`src/rtl/intr_status_pkg.sv`:
```
package intr_status_pkg;
  localparam int NUM_SRC = 12;
  localparam int ADDR_W  = 5;
  localparam int DATA_W  = 32;
  localparam int CAUSE_W = 16;
  localparam int ABORT_BIT = 6;
  localparam logic [NUM_SRC-1:0] LEVEL_SRC = 12'h014;
  localparam logic [NUM_SRC-1:0] STICKY_SRC = ~LEVEL_SRC;
  localparam logic [NUM_SRC-1:0] MASK_INIT = 12'h254;

  localparam logic [ADDR_W-1:0] ADR_RAW      = 5'd0;
  localparam logic [ADDR_W-1:0] ADR_MASK     = 5'd1;
  localparam logic [ADDR_W-1:0] ADR_MASKED   = 5'd2;
  localparam logic [ADDR_W-1:0] ADR_CAUSE    = 5'd3;
  localparam logic [ADDR_W-1:0] ADR_CLR_ALL  = 5'd4;
  localparam logic [ADDR_W-1:0] ADR_CLR_BASE = 5'd5;

  typedef enum logic [2:0] {
    SEL_NONE, SEL_RAW, SEL_MASK, SEL_MASKED, SEL_CAUSE
  } rdSel_e;

  typedef struct packed {
    logic [NUM_SRC-1:0] clrVec;
    logic               clrCause;
    logic               wrMask;
    rdSel_e             rdSel;
  } strobe_t;
endpackage

```
`src/rtl/intr_status_ctrl.sv`:
```
module intr_status_ctrl
  import intr_status_pkg::*;
(
  input  logic              regRdEn,
  input  logic              regWrEn,
  input  logic [ADDR_W-1:0] regAddr,
  output strobe_t           strb
);
  logic [NUM_SRC-1:0] clrHit;
  logic               causeHit;
  rdSel_e             sel;

  always_comb begin
    clrHit   = '0;
    causeHit = 1'b0;
    sel      = SEL_NONE;
    if (regRdEn) begin
      case (regAddr)
        ADR_RAW:    sel = SEL_RAW;
        ADR_MASK:   sel = SEL_MASK;
        ADR_MASKED: sel = SEL_MASKED;
        ADR_CAUSE:  sel = SEL_CAUSE;
        ADR_CLR_ALL: begin
          clrHit   = STICKY_SRC;
          causeHit = 1'b1;
        end
        default: ;
      endcase
      for (int i = 0; i < NUM_SRC; i++) begin
        if (regAddr == ADR_CLR_BASE + ADDR_W'(i)) begin
          clrHit[i] = STICKY_SRC[i];
          if (i == ABORT_BIT) causeHit = 1'b1;
        end
      end
    end
  end

  always_comb begin
    strb.clrVec   = clrHit;
    strb.clrCause = causeHit;
    strb.wrMask   = regWrEn && (regAddr == ADR_MASK);
    strb.rdSel    = sel;
  end
endmodule

```
`src/rtl/intr_status_dp.sv`:
```
module intr_status_dp
  import intr_status_pkg::*;
(
  input  logic               clk,
  input  logic               rstN,
  input  logic               enable,
  input  logic [NUM_SRC-1:0] srcIn,
  input  logic [CAUSE_W-1:0] causeIn,
  input  logic [DATA_W-1:0]  regWrData,
  input  strobe_t            strb,
  output logic [NUM_SRC-1:0] rawStatus,
  output logic [NUM_SRC-1:0] maskReg,
  output logic [CAUSE_W-1:0] abortCause,
  output logic [DATA_W-1:0]  rdData,
  output logic               irq
);
  localparam int PAD_SRC   = DATA_W - NUM_SRC;
  localparam int PAD_CAUSE = DATA_W - CAUSE_W;

  for (genvar i = 0; i < NUM_SRC; i++) begin : g_src
    if (LEVEL_SRC[i]) begin : g_level
      logic unusedClr;
      assign unusedClr    = strb.clrVec[i];
      assign rawStatus[i] = srcIn[i];
    end else begin : g_sticky
      logic bitQ;
      always_ff @(posedge clk) begin
        if (!rstN)               bitQ <= 1'b0;
        else if (!enable)        bitQ <= 1'b0;
        else if (srcIn[i])       bitQ <= 1'b1;
        else if (strb.clrVec[i]) bitQ <= 1'b0;
      end
      assign rawStatus[i] = bitQ;
    end
  end

  always_ff @(posedge clk) begin
    if (!rstN)                 abortCause <= '0;
    else if (!enable)          abortCause <= '0;
    else if (srcIn[ABORT_BIT]) abortCause <= (strb.clrCause ? '0 : abortCause) | causeIn;
    else if (strb.clrCause)    abortCause <= '0;
  end

  logic unusedWrHi;
  assign unusedWrHi = ^regWrData[DATA_W-1:NUM_SRC];

  always_ff @(posedge clk) begin
    if (!rstN)            maskReg <= MASK_INIT;
    else if (strb.wrMask) maskReg <= regWrData[NUM_SRC-1:0];
  end

  logic [NUM_SRC-1:0] maskedStatus;
  assign maskedStatus = rawStatus & maskReg;

  always_ff @(posedge clk) begin
    if (!rstN) irq <= 1'b0;
    else       irq <= |maskedStatus;
  end

  always_comb begin
    case (strb.rdSel)
      SEL_RAW:    rdData = {{PAD_SRC{1'b0}}, rawStatus};
      SEL_MASK:   rdData = {{PAD_SRC{1'b0}}, maskReg};
      SEL_MASKED: rdData = {{PAD_SRC{1'b0}}, maskedStatus};
      SEL_CAUSE:  rdData = {{PAD_CAUSE{1'b0}}, abortCause};
      default:    rdData = '0;
    endcase
  end
endmodule

```
`src/rtl/intr_status_unit.sv`:
```
module intr_status_unit
  import intr_status_pkg::*;
(
  input  logic               clk,
  input  logic               rstN,
  input  logic               enable,
  input  logic               regRdEn,
  input  logic               regWrEn,
  input  logic [ADDR_W-1:0]  regAddr,
  input  logic [DATA_W-1:0]  regWrData,
  output logic [DATA_W-1:0]  rdData,
  input  logic [NUM_SRC-1:0] srcIn,
  input  logic [CAUSE_W-1:0] causeIn,
  output logic               irq
);
  strobe_t            strb;
  logic [NUM_SRC-1:0] rawStatus;
  logic [NUM_SRC-1:0] maskReg;
  logic [CAUSE_W-1:0] abortCause;

  intr_status_ctrl ctrl_i (
    .regRdEn (regRdEn),
    .regWrEn (regWrEn),
    .regAddr (regAddr),
    .strb    (strb)
  );

  intr_status_dp dp_i (
    .clk        (clk),
    .rstN       (rstN),
    .enable     (enable),
    .srcIn      (srcIn),
    .causeIn    (causeIn),
    .regWrData  (regWrData),
    .strb       (strb),
    .rawStatus  (rawStatus),
    .maskReg    (maskReg),
    .abortCause (abortCause),
    .rdData     (rdData),
    .irq        (irq)
  );
endmodule

```
`config.mk`:
```
export PLATFORM = sky130hd
export DESIGN_NAME = intr_status_unit
export DESIGN_NICKNAME = d
export VERILOG_FILES = /design/src/rtl/intr_status_pkg.sv /design/src/rtl/intr_status_ctrl.sv /design/src/rtl/intr_status_dp.sv /design/src/rtl/intr_status_unit.sv
export SDC_FILE = /design/constraint.sdc
export NUM_CORES = 1
export LEC_CHECK = 0
export BUFFER_PORTS_ARGS = -buffer_cell sky130_fd_sc_hd__buf_4
export CORE_MARGIN = 10
export CORE_UTILIZATION = 35
export CTS_BUF_LIST = sky130_fd_sc_hd__clkbuf_8 sky130_fd_sc_hd__clkbuf_16
export DETAILED_ROUTE_END_ITERATION = 10
export HOLD_SLACK_MARGIN = 0.1
export PLACE_DENSITY = 0.68
export SLEW_MARGIN = 20
export SYNTH_ARGS = -nofsm -noshare
export SYNTH_HDL_FRONTEND = slang
export SYNTH_SLANG_ARGS = --single-unit
export TNS_END_PERCENT = 5
```
`constraint.sdc`:
```
create_clock -name clk -period 1.85 [get_ports clk]
set_clock_uncertainty 0.1 [all_clocks]
set_input_delay 0.185 -clock clk [delete_from_list [all_inputs] [get_ports clk]]
set_output_delay 0.185 -clock clk [all_outputs]
set_load 0.03 [all_outputs]
```
==> impl_metrics.json <==
{
  "seqCellArea_um2": 780.7,
  "yosys.cell_count.top_type": "dfxtp_1",
  "grt_usage_pct": 13.91,
  "pre_cts_slack_ns": 0.07755,
  "die_y_um": 93.79,
  "fin_crit_sh_pct": 88.93,
  "r2r_end": "dp_i.maskReg[2]$_SDFFE_PN1P_",
  "setup_ws_ns": 0.2047,
  "hpwl_um": 4296,
  "die_area_um2": 8796,
  "gr-total-overflow": 0,
  "row_count": 26,
  "seqPwrFrac_pct": 44.9,
  "p_per_area_nw_per_um2": 666.9,
  "cts_buffer_depth": 2,
  "design.core.area_um2": 5205,
  "multiInputGateArea_um2": 987.2,
  "initial_core_util_pct": 36.61,
  "p_sw_w": 0.0005107,
  "clock-sinks": 39,
  "io_pins": 103,
  "grt_setup_unrepaired": "false",
  "drt_iter0_markers": 118,
  "p_clk_share_pct": 36.4,
  "fin_crit_ns": 1.645,
  "syn2layout_area_growth_pct": 54.96,
  "hold_ws_ns": 0.2004,
  "syn-instance-count": 209,
  "fmax_mhz": 607.8,
  "ys_ff_latch": 39,
  "drive_gt1_share_pct": 29.15,
  "yosysTopAreaCell": "dfxtp_1",
  "grt_pass1_vias": 2026,
  "numCtsBuffers": 5,
  "nFillCells": 486,
  "gp_congestion": 0.8243,
  "mappedNetlistArea_um2": 1906,
  "root_buffer": "clkbuf_8",
  "setup-violations-final": 0,
  "synth_enable_flop_cells": 0,
  "ant_nets": 0,
  "finalMaxSlewViolations": 0,
  "insertion_delay_ns": 0.29,
  "swShare_pct": 25.93,
  "synthFlopType": "dfxtp_1",
  "p_comb_share_pct": 18.7,
  "crit_path_max_fanout": 12,
  "peakVddDrop_v": 0.0003868,
  "synthArstFlopShare_pct": 0,
  "status": "completed",
  "synth_common_cells": "dfxtp_1, nand2_1, a22o_1",
  "tritoncts": "done",
  "worstPathArrival_ns": 1.36,
  "drcViolationCount": 0,
  "drt_wl_total_um": 6048,
  "netlist_top_cells_area": "dfxtp_1, a22o_1, buf_4",
  "p_leak_nw": 1.376,
  "crit_end": "rdData[7]",
  "nets": 388,
  "startpoint": "regAddr[0]",
  "wl_per_cell_um": 15.55,
  "intPower_w": 0.001459,
  "crit_required_ns": 1.56,
  "fin_tns_setup_ns": 0,
  "viasPerCell": 4.781,
  "die_x_um": 93.79,
  "reg2reg_depth": 3,
  "ys_seq_area_share_pct": 40.97,
  "drtPass1Iterations": 4,
  "startpoint_type": "input port",
  "r2r-start": "dp_i.maskReg[2]$_SDFFE_PN1P_",
  "grt_max_degree": 18,
  "regToRegSetupSlack_ns": 0.57,
  "grt_pass1_wl_um": 9908,
  "ctsHtreeMaxLevel": 2,
  "vias": 1860,
  "drv_cap": 0,
  "setup.worst_path.class": "in -> out",
  "yosys_warnings": 0,
  "avgSynthCellArea_um2": 9.118,
  "numPortBuffers": 66,
  "antenna_cells": 0,
  "clk_pin_slew_ns": 0.08,
  "fin_total_pwr_w": 0.001969,
  "hp-class": "in -> reg",
  "cp-end-kind": "output port",
  "antenna_found_initial": 0,
  "yosysUniqueCellTypes": 41,
  "hold_viol_final": 0,
  "yosysTopAreaCellShare_pct": 40.97
}
==> sequential cells by signal, summed over array words and instances (netlist names) <==
name                      flops
dp_i.irq                      1
dp_i.g_src.g_sticky.bitQ     10
dp_i.abortCause              16
dp_i.maskReg                 12
==> cell type report <==
type                       instances  area share, %
clock buffer                       5          2.331
sequential                        39          26.44
inverter                           1         0.1271
timing repair buffer             116          33.22
clock inverter                     3          1.483
multi-input combinational        155          33.43
tap                               70          2.966
==> cells in the final DEF (no fill, tap or decap), types with 2 or more instances in the layout <==
cell and count:
xnor2_1 2, o22ai_1 12, clkbuf_8 5, nand2_1 20
a221oi_1 3, mux2i_1 12, dlygate4sd3_1 39, buf_4 76
nor2_1 18, a22o_1 19, xor2_1 3, o21ai_0 2
or3_1 3, dfxtp_1 39, and2_1 5, a21oi_1 8
o21ai_1 12, conb_1 16, nand3b_1 2
==> what timing repair did <==
action	4_1_cts	5_1_grt
endpoints found under the setup margin	0	17
endpoints found under the hold margin	37	0
buffers inserted	0	1
gates resized for setup	0	0
hold buffers	39	0
==> critical path, stage by stage <==
cell,delay (ns)
buf_4,0.15
xor2_1,0.16
nand4b_1,0.14
and2_1,0.18
buf_4,0.17
o21ai_1,0.18
buf_4,0.19
==> power by group through the flow <==
stage | clock, W | sequential, W | combinational (W)
after floorplan | 0 | 0.000902 | 0.000192
after global placement | 0 | 0.000903 | 0.000294
after detailed placement | 0 | 0.000904 | 0.000297
after CTS | 0.000734 | 0.000885 | 0.000362
after global routing | 0.000773 | 0.000889 | 0.000398
final | 0.000716 | 0.000884 | 0.000369
==> kinds of logic (layout without fill, tap and decap cells) <==
logic type	Yosys count	in the layout	share of synthesized area, %
AND/OR/NAND/NOR	62	62	17.93
AO/OA/AOI/OAI	60	60	22.13
flip-flops	39	39	40.97
buffers and inverters	30	125	10.18
multiplexers	12	12	6.304
XOR/XNOR	5	5	2.299
other	1	16	0.1968
==> layer usage <==
metal	share of wire [%]	wire length, µm	vias up	track usage [%]
met2	49	2990	53	23.62
li1	-	-	933	-
met4	0.35	21	0	2.658
met3	6.4	389	4	4.876
met5	0	0	-	0
met1	44	2647	870	16.54
==> worst min path at each step <==
| stage | from | end | slack (ns) | cells after the start |
|---|---|---|---|---|
| after floorplan | srcIn[0] | dp_i.g_src[0].g_sticky.bitQ$_SDFFE_PN0P_ | 0.20 | 2 |
| after global placement | srcIn[1] | dp_i.g_src[1].g_sticky.bitQ$_SDFFE_PN0P_ | 0.29 | 3 |
| after detailed placement | regWrData[2] | dp_i.maskReg[2]$_SDFFE_PN1P_ | 0.30 | 3 |
| after CTS | srcIn[4] | dp_i.irq$_SDFF_PN0_ | 0.20 | 3 |
| after global routing | srcIn[4] | dp_i.irq$_SDFF_PN0_ | 0.21 | 3 |
| final | regAddr[4] | dp_i.g_src[1].g_sticky.bitQ$_SDFFE_PN0P_ | 0.20 | 4 |
==> through the flow <==
stage	instances	util, %	instance area, µm²
after floorplan	224	-	1962
after global placement	341	46.68	2430
after detailed placement	341	46.68	2430
after CTS	388	56.35	2933
after global routing	389	56.73	2953
final	389	56.73	2953
Power figures use the tool's default switching activity.
